## config.mk

```make
export PLATFORM = sky130hd
export DESIGN_NAME = lfsr_prng_top
export DESIGN_NICKNAME = d
export VERILOG_FILES = /design/src/rtl/lfsr_prng_pkg.sv /design/src/rtl/lfsr_op_decode.sv /design/src/rtl/lfsr_feedback.sv /design/src/rtl/lfsr_seed_guard.sv /design/src/rtl/lfsr_prng_top.sv
export SDC_FILE = /design/constraint.sdc
export NUM_CORES = 1
export LEC_CHECK = 0
export ABC_AREA = 1
export CELL_PAD_IN_SITES_DETAIL_PLACEMENT = 0
export CELL_PAD_IN_SITES_GLOBAL_PLACEMENT = 2
export CORE_MARGIN = 8
export CORE_UTILIZATION = 21
export DETAILED_ROUTE_END_ITERATION = 10
export PLACE_DENSITY = 0.8
export SLEW_MARGIN = 0
export SYNTH_ARGS = -nofsm -noshare
export SYNTH_HDL_FRONTEND = slang
export SYNTH_SLANG_ARGS = --single-unit
```

## constraint.sdc

```tcl
create_clock -name clk -period 2.63 [get_ports clk]
set_clock_uncertainty 0.15 [all_clocks]
set_input_delay 0.3945 -clock clk [delete_from_list [all_inputs] [get_ports clk]]
set_output_delay 0.3945 -clock clk [all_outputs]
set_load 0.02 [all_outputs]
```

## src/rtl/lfsr_prng_pkg.sv

```systemverilog
package lfsr_prng_pkg;

    typedef enum logic [1:0] {
        OP_HOLD = 2'd0,
        OP_STEP = 2'd1,
        OP_LOAD = 2'd2
    } lfsr_op_e;

    localparam int unsigned DEF_WIDTH = 8;

endpackage

```

## src/rtl/lfsr_op_decode.sv

```systemverilog
module lfsr_op_decode
    import lfsr_prng_pkg::*;
(
    input  logic     load_i,
    input  logic     step_i,
    output lfsr_op_e op_o
);

    always_comb begin
        if (load_i) begin
            op_o = OP_LOAD;
        end else if (step_i) begin
            op_o = OP_STEP;
        end else begin
            op_o = OP_HOLD;
        end
    end

endmodule

```

## src/rtl/lfsr_feedback.sv

```systemverilog
module lfsr_feedback #(
    parameter int unsigned       WIDTH    = 8,
    parameter logic [WIDTH-1:0]  TAP_MASK = 8'hB8
) (
    input  logic [WIDTH-1:0] state_i,
    output logic             fb_o
);

    logic [WIDTH:0] chain;

    assign chain[0] = 1'b0;

    for (genvar g = 0; g < WIDTH; g++) begin : g_tap
        if (TAP_MASK[g]) begin : g_on
            assign chain[g+1] = chain[g] ^ state_i[g];
        end else begin : g_off
            assign chain[g+1] = chain[g];
        end
    end

    assign fb_o = chain[WIDTH];

endmodule

```

## src/rtl/lfsr_seed_guard.sv

```systemverilog
module lfsr_seed_guard #(
    parameter int unsigned      WIDTH      = 8,
    parameter logic [WIDTH-1:0] ZERO_SUBST = 8'h01
) (
    input  logic [WIDTH-1:0] seed_i,
    output logic [WIDTH-1:0] seed_o
);

    always_comb begin
        if (seed_i == '0) begin
            seed_o = ZERO_SUBST;
        end else begin
            seed_o = seed_i;
        end
    end

endmodule

```

## src/rtl/lfsr_prng_top.sv

```systemverilog
module lfsr_prng_top
    import lfsr_prng_pkg::*;
#(
    parameter int unsigned      WIDTH      = DEF_WIDTH,
    parameter logic [WIDTH-1:0] TAP_MASK   = 8'hB8,
    parameter logic [WIDTH-1:0] RESET_VAL  = 8'hFF,
    parameter logic [WIDTH-1:0] ZERO_SUBST = 8'h01
) (
    input  logic             clk,
    input  logic             rst_n,
    input  logic             load_i,
    input  logic [WIDTH-1:0] seed_i,
    input  logic             step_i,
    output logic [WIDTH-1:0] rnd_o
);

    localparam int unsigned MSB = WIDTH - 1;

    typedef struct packed {
        logic [WIDTH-1:0] val;
    } lfsr_state_t;

    lfsr_state_t      state_d;
    lfsr_state_t      state_q;
    lfsr_op_e         op;
    logic             fb;
    logic [WIDTH-1:0] seed_safe;

    lfsr_op_decode i_decode (
        .load_i (load_i),
        .step_i (step_i),
        .op_o   (op)
    );

    lfsr_feedback #(
        .WIDTH    (WIDTH),
        .TAP_MASK (TAP_MASK)
    ) i_feedback (
        .state_i (state_q.val),
        .fb_o    (fb)
    );

    lfsr_seed_guard #(
        .WIDTH      (WIDTH),
        .ZERO_SUBST (ZERO_SUBST)
    ) i_guard (
        .seed_i (seed_i),
        .seed_o (seed_safe)
    );

    always_comb begin
        state_d = state_q;
        unique case (op)
            OP_LOAD: state_d.val = seed_safe;
            OP_STEP: state_d.val = {state_q.val[MSB-1:0], fb};
            default: state_d     = state_q;
        endcase
    end

    always_ff @(posedge clk) begin
        if (!rst_n) begin
            state_q.val <= RESET_VAL;
        end else begin
            state_q <= state_d;
        end
    end

    assign rnd_o = state_q.val;

    AST_NEVER_ZERO: assert property (@(posedge clk) disable iff (!rst_n)
        rnd_o != '0);

    AST_SHIFT_UP: assert property (@(posedge clk) disable iff (!rst_n)
        (!load_i && step_i) |=> (rnd_o[MSB:1] == $past(rnd_o[MSB-1:0])));

    AST_FEEDBACK: assert property (@(posedge clk) disable iff (!rst_n)
        (!load_i && step_i) |=> (rnd_o[0] == ^($past(rnd_o) & TAP_MASK)));

    AST_LOAD_SEED: assert property (@(posedge clk) disable iff (!rst_n)
        (load_i && seed_i != '0) |=> (rnd_o == $past(seed_i)));

    AST_ZERO_SEED: assert property (@(posedge clk) disable iff (!rst_n)
        (load_i && seed_i == '0) |=> (rnd_o == ZERO_SUBST));

    AST_HOLD: assert property (@(posedge clk) disable iff (!rst_n)
        (!load_i && !step_i) |=> $stable(rnd_o));

endmodule

```

=== After elaboration in Yosys (flattened, before gate mapping) ===
Cells that the tools add are included.

* Equal/unequal tests: 2
* Muxes and demuxes: 4
* Bitwise logic cells: 3
* Reduce and logical (&&, ||, !) cells: 2

{| class="wikitable"
|+ Operator list
! cell !! count
|-
| 8-bit one-hot mux with 2 select lines || 1
|-
| 8-bit zero test || 1
|-
| 8-bit two-way mux || 1
|-
| 1-bit bitwise XOR || 3
|-
| 2-bit by 1-bit equality test with 1-bit output, second input constant || 1
|-
| 2-bit equality test, second input constant || 1
|-
| 2-bit two-way mux || 1
|-
| 2-bit nonzero test || 1
|-
| 1-bit two-way mux || 1
|}

* Bits in registers: 8
* Input bits: 12
* Output and inout bits: 8

=== Logic depth before layout (Yosys ltp) ===
* Depth in word-level cells: 4
* Mapped depth: 7

=== By module ===
Synthesis repeated with hierarchy kept, for this count alone.

* Cell total of the unflattened synthesis: 104
* Area total of the unflattened synthesis: 569.3 µm²

{| class="wikitable"
|+ By module, submodules not included
! module !! instances !! cells each !! area an instance (µm²) !! sequential area each (µm²)
|-
| lfsr_prng_top || 1 || 71 || 430.4 || 160.2
|-
| lfsr_feedback || 1 || 15 || 63.8 || 0.0
|-
| lfsr_seed_guard || 1 || 15 || 57.6 || 0.0
|-
| lfsr_op_decode || 1 || 3 || 17.5 || 0.0
|}

=== Worst setup path before layout ===
OpenSTA, ideal clock, no wires.

* Kind: register -> register
* From: register state_q (netlist bit rnd_o[3])
* To: register state_q (netlist bit rnd_o[0])
* Setup time: 0.115 ns
* Arrival time: 0.886 ns
* Data required time: 2.365 ns
* Path slack: 1.479 ns
* Cell stages (with the launch flop): 8
* Path buffers: 0
* Period minus slack after synthesis: 1.151 ns
* Path through: dfxtp_1 -> inv_1 -> nand2_1 -> nand2_1 -> nand2_1 -> nand3_1 -> nand3_1 -> nand2_1

* Longest elaborated chain between the ends: 4

{| class="wikitable"
|+ Ends and longest elaborated chain
! element !! RTL line !! text
|-
| from (decl) || lfsr_prng_top.sv:24 || <nowiki>lfsr_state_t state_q;</nowiki>
|-
| from (signal assigned) || lfsr_prng_top.sv:64 || <nowiki>state_q <= state_d;</nowiki>
|-
| 1-bit bitwise XOR (3 in a row) || lfsr_feedback.sv:15 || <nowiki>assign chain[g+1] = chain[g] ^ state_i[g];</nowiki>
|-
| 8-bit one-hot mux with 2 select lines || lfsr_prng_top.sv:53 || <nowiki>unique case (op)</nowiki>
|}

Every way passes these cells.
A chain may end at the register's enable or synchronous reset.

=== Worst setup path after layout ===
* From: register state_q (netlist bit rnd_o[4])
* To: output rnd_o[4]

{| class="wikitable"
|+ RTL lines
! element !! RTL line !! text
|-
| to (decl) || lfsr_prng_top.sv:14 || <nowiki>output logic [WIDTH-1:0] rnd_o</nowiki>
|}

No word-level cell between the ends.

==> qor.txt <==
POWER
-------------------------------------------------------------------------------------------------
Pint                                                                                  0.0002312 W
Peak VDD IR                                                                           0.0002439 V
Part of the total power dissipated in sequential elements                                   0.426
Net switching share of the total power                                                     0.3020
Comb pwr share                                                                              0.291
Total power per unit cell area                                                       479.5 nW/µm²
Reported net switching power                                                          0.0001000 W
Power share of the clock group                                                              0.283
Leak                                                                                    0.3116 nW

CLOCK NETWORK
-------------------------------------------------------------------------------------------------
Post-CTS setup repair buffer count                                                              0
Post-cts gate resize count                                                                      0
Clock tree buffer depth                                                                         2
Clock Sink Count                                                                                8
Hold buffers post-CTS                                                                           0
CTS Buf Count                                                                                   3
Clock slew seen by the registers of the worst setup and hold paths                          60 ps
Root buffer cell                                                                     sky130_fd_sc_hd__clkbuf_4
Later-pin clock latency in the skew report                                                 250 ps
Number of H-tree levels                                                                         1
CTS tree                                                                                    built

SETUP PATH
-------------------------------------------------------------------------------------------------
Worst stage delay on the critical path                                                     640 ps
Crit path max-delay cell type                                                        sky130_fd_sc_hd__clkdlybuf4s50_1
Critical R2R Launch                                                                      rnd_o[4]
WP data arrival                                                                           1300 ps
Kind of cell adding the most delay to the critical path                              buffers and inverters
Critical path data required time                                                          2090 ps
Beginning of the critical path                                                           rnd_o[4]
CP startpoint kind                                                                       register
Number of buffer and inverter instances along the worst setup path                              1
Sort of element at the end of the critical path                                        output pin
Highest fanout seen on the critical path                                                        5
Start-to-end type of the worst setup path                                                 reg2out
Cell Chain, Critical Path                                                            clkdlybuf4s50_1

LAYOUT
-------------------------------------------------------------------------------------------------
Largest register FFs                                                                            8
Diode count                                                                                     0
Share of final-layout standard cells stronger than drive strength 1                        0.1279
Final instance area                                                                     690.7 µm²
Number of nets in the layout                                                                  100
Storage cell area                                                                       160.2 µm²
Fill cells                                                                                    244
Area of the multi-input gates                                                           249.0 µm²
Area added between synthesis and finish                                                    52.07%
Post-route core utilization                                                                0.3247

GLOBAL ROUTING
-------------------------------------------------------------------------------------------------
Wire length of the first global-routing pass                                             2.277 mm
Number of global-route vias before repair                                                     522
GR Overflow Total                                                                               0
Maximum number of pins on one net before global-route repair                                   10
Antenna violations before repair                                                                0
Tot GR Track Use                                                                          0.07182

YOSYS
-------------------------------------------------------------------------------------------------
Number of distinct library cell variants in the gate-level netlist after synthesis             15
Fraction of the yosys area taken by sequential cells                                       0.3526
Total number of yosys warnings                                                                  0
Mean instance size in the synthesized netlist                                           6.987 µm²
Gate count after technology mapping                                                            65
Synth Net Count                                                                                77
Post-synthesis instance area                                                            454.2 µm²
Post-synthesis register bit count                                                               8

ROUTE
-------------------------------------------------------------------------------------------------
Number of vias after detailed routing                                                         493
Remaining DRCs                                                                                  0
Antenna-violating nets left                                                                     0
Number of vias per cell after detailed routing                                              4.325
Routed Wire Length                                                                       1.288 mm
Detailed router's first-iteration violation count                                              14
Mean routed wirelength per cell                                                          11.30 µm
Number of detailed-route iterations in the first pass                                           4

STA
-------------------------------------------------------------------------------------------------
Unrepaired setup endpoints after global routing                                                no
Final Hold Fails                                                                                0
Slew margin rel.                                                                           0.6620
Total negative slack for setup checks                                                        0 ps
Final period demand of the worst path                                                     1840 ps
Fmax                                                                                    543.5 MHz
Slew at the pin closest to its max-slew limit                                            505.4 ps
Final max-slew violation count                                                                  0
Share of the cycle needed by the critical path after routing                               0.6996
Number of failing setup endpoints in the final timing report                                    0

FLOORPLANNING
-------------------------------------------------------------------------------------------------
Core Region                                                                              2127 µm²
I/O pin cnt                                                                                    20
Core Rows                                                                                      17
Vertical die dimension                                                                   62.51 µm
Die outline width                                                                        62.51 µm
Starting Density                                                                           0.2135
Die Footprint                                                                            3907 µm²

WORST HOLD PATH
-------------------------------------------------------------------------------------------------
Min-delay src                                                                            rnd_o[1]
Classification of the worst-slack hold path                                               reg2reg

STATUS
-------------------------------------------------------------------------------------------------
Run status                                                                           finished clean

PLACEMENT
-------------------------------------------------------------------------------------------------
Cell area reported after detailed placement                                             668.1 µm²
Sum of net half-perimeters after detailed placement                                      1.075 mm
Placer's final routability congestion estimate                                             0.7137
# port buffers                                                                                 19

JOB
-------------------------------------------------------------------------------------------------
Max capacitance violation total                                                                 0

[placed cells by master, fill, tap and decap left out]
master	count
sky130_fd_sc_hd__nand3_1	5
sky130_fd_sc_hd__nor2_1	5
sky130_fd_sc_hd__a21oi_1	5
sky130_fd_sc_hd__o211ai_1	4
sky130_fd_sc_hd__clkbuf_4	3
sky130_fd_sc_hd__dfxtp_1	8
sky130_fd_sc_hd__o21ai_2	1
sky130_fd_sc_hd__inv_2	3
sky130_fd_sc_hd__nand2_1	20
sky130_fd_sc_hd__nand2_2	1
sky130_fd_sc_hd__a22oi_1	3
sky130_fd_sc_hd__nor2_2	1
sky130_fd_sc_hd__clkdlybuf4s50_1	19
sky130_fd_sc_hd__nor2_4	1
sky130_fd_sc_hd__nor2_8	1
sky130_fd_sc_hd__inv_1	6
[cells in the mapped netlist]
cell type                   n  area [µm²]
sky130_fd_sc_hd__o211ai_1   4       30.03
sky130_fd_sc_hd__o21ai_2    1       8.760
sky130_fd_sc_hd__inv_1      6       22.52
sky130_fd_sc_hd__nor2_1     5       18.77
sky130_fd_sc_hd__buf_6      1       11.26
sky130_fd_sc_hd__nor2_8     1       20.02
sky130_fd_sc_hd__nor2_2     1       6.260
sky130_fd_sc_hd__inv_2      3       11.26
sky130_fd_sc_hd__nor2_4     1       11.26
sky130_fd_sc_hd__nand3_1    5       25.02
sky130_fd_sc_hd__nand2_1   20       75.07
sky130_fd_sc_hd__dfxtp_1    8       160.2
sky130_fd_sc_hd__a21oi_1    5       25.02
sky130_fd_sc_hd__a22oi_1    3       22.52
sky130_fd_sc_hd__nand2_2    1       6.260
[routing by layer]
| layer | track usage | routed length (µm) | up-vias |
|---|---|---|---|
| met5 | 0 | 0 | - |
| li1 | - | - | 259 |
| met3 | 0.03405 | 69 | 2 |
| met2 | 0.1151 | 620 | 14 |
| met1 | 0.07795 | 572 | 218 |
| met4 | 0.03419 | 27 | 0 |
[through the flow]
| step | hold slack (ps) | std cells | total power, W | setup slack (ps) |
|---|---|---|---|---|
| after floorplan | 328.7 | 65 | 0.0001945 | 1479 |
| after global placement | 345.9 | 111 | 0.0002423 | 744.1 |
| after detailed placement | 335.1 | 111 | 0.0002416 | 738.5 |
| after CTS | 352.9 | 114 | 0.0003407 | 775.4 |
| after global routing | 387.8 | 114 | 0.0003602 | 717.2 |
| final | 344.5 | 114 | 0.0003312 | 790.2 |
[logic make-up after synthesis]
family,Yosys count,synth area share
DFF,8,0.3526
buffers and inverters,10,0.09917
AOI/OAI and AO/OA,13,0.1901
and+or+nand+nor,34,0.3581
[worst paths after layout]
check / cells past startpoint / slack [ps] / to
min: 2 / 340 / rnd_o[2]
min reg2reg: 2 / 340 / rnd_o[2]
max reg2reg: 7 / 1520 / rnd_o[0]
max: 1 / 790 / rnd_o[4]
[power by group through the flow]
| stage | combinational [W] | sequential, W | clock [W] |
|---|---|---|---|
| detailed placement | 0.0000979 | 0.000144 | 0 |
| floorplan | 0.0000398 | 0.000155 | 0 |
| global placement | 0.0000982 | 0.000144 | 0 |
| finish | 0.0000963 | 0.000141 | 0.0000938 |
| global route | 0.000106 | 0.000143 | 0.000111 |
| CTS | 0.0000984 | 0.000141 | 0.000101 |
[final cells by class]
class                           instances  area share
Multi-Input combinational cell         47      0.3605
Timing Repair Buffer                   19      0.2754
Sequential cell                         8      0.2319
Tap cell                               28     0.05072
Inverter                                9     0.04891
Clock buffer                            3     0.03261
No activity file was read; power rests on OpenSTA's default activity.
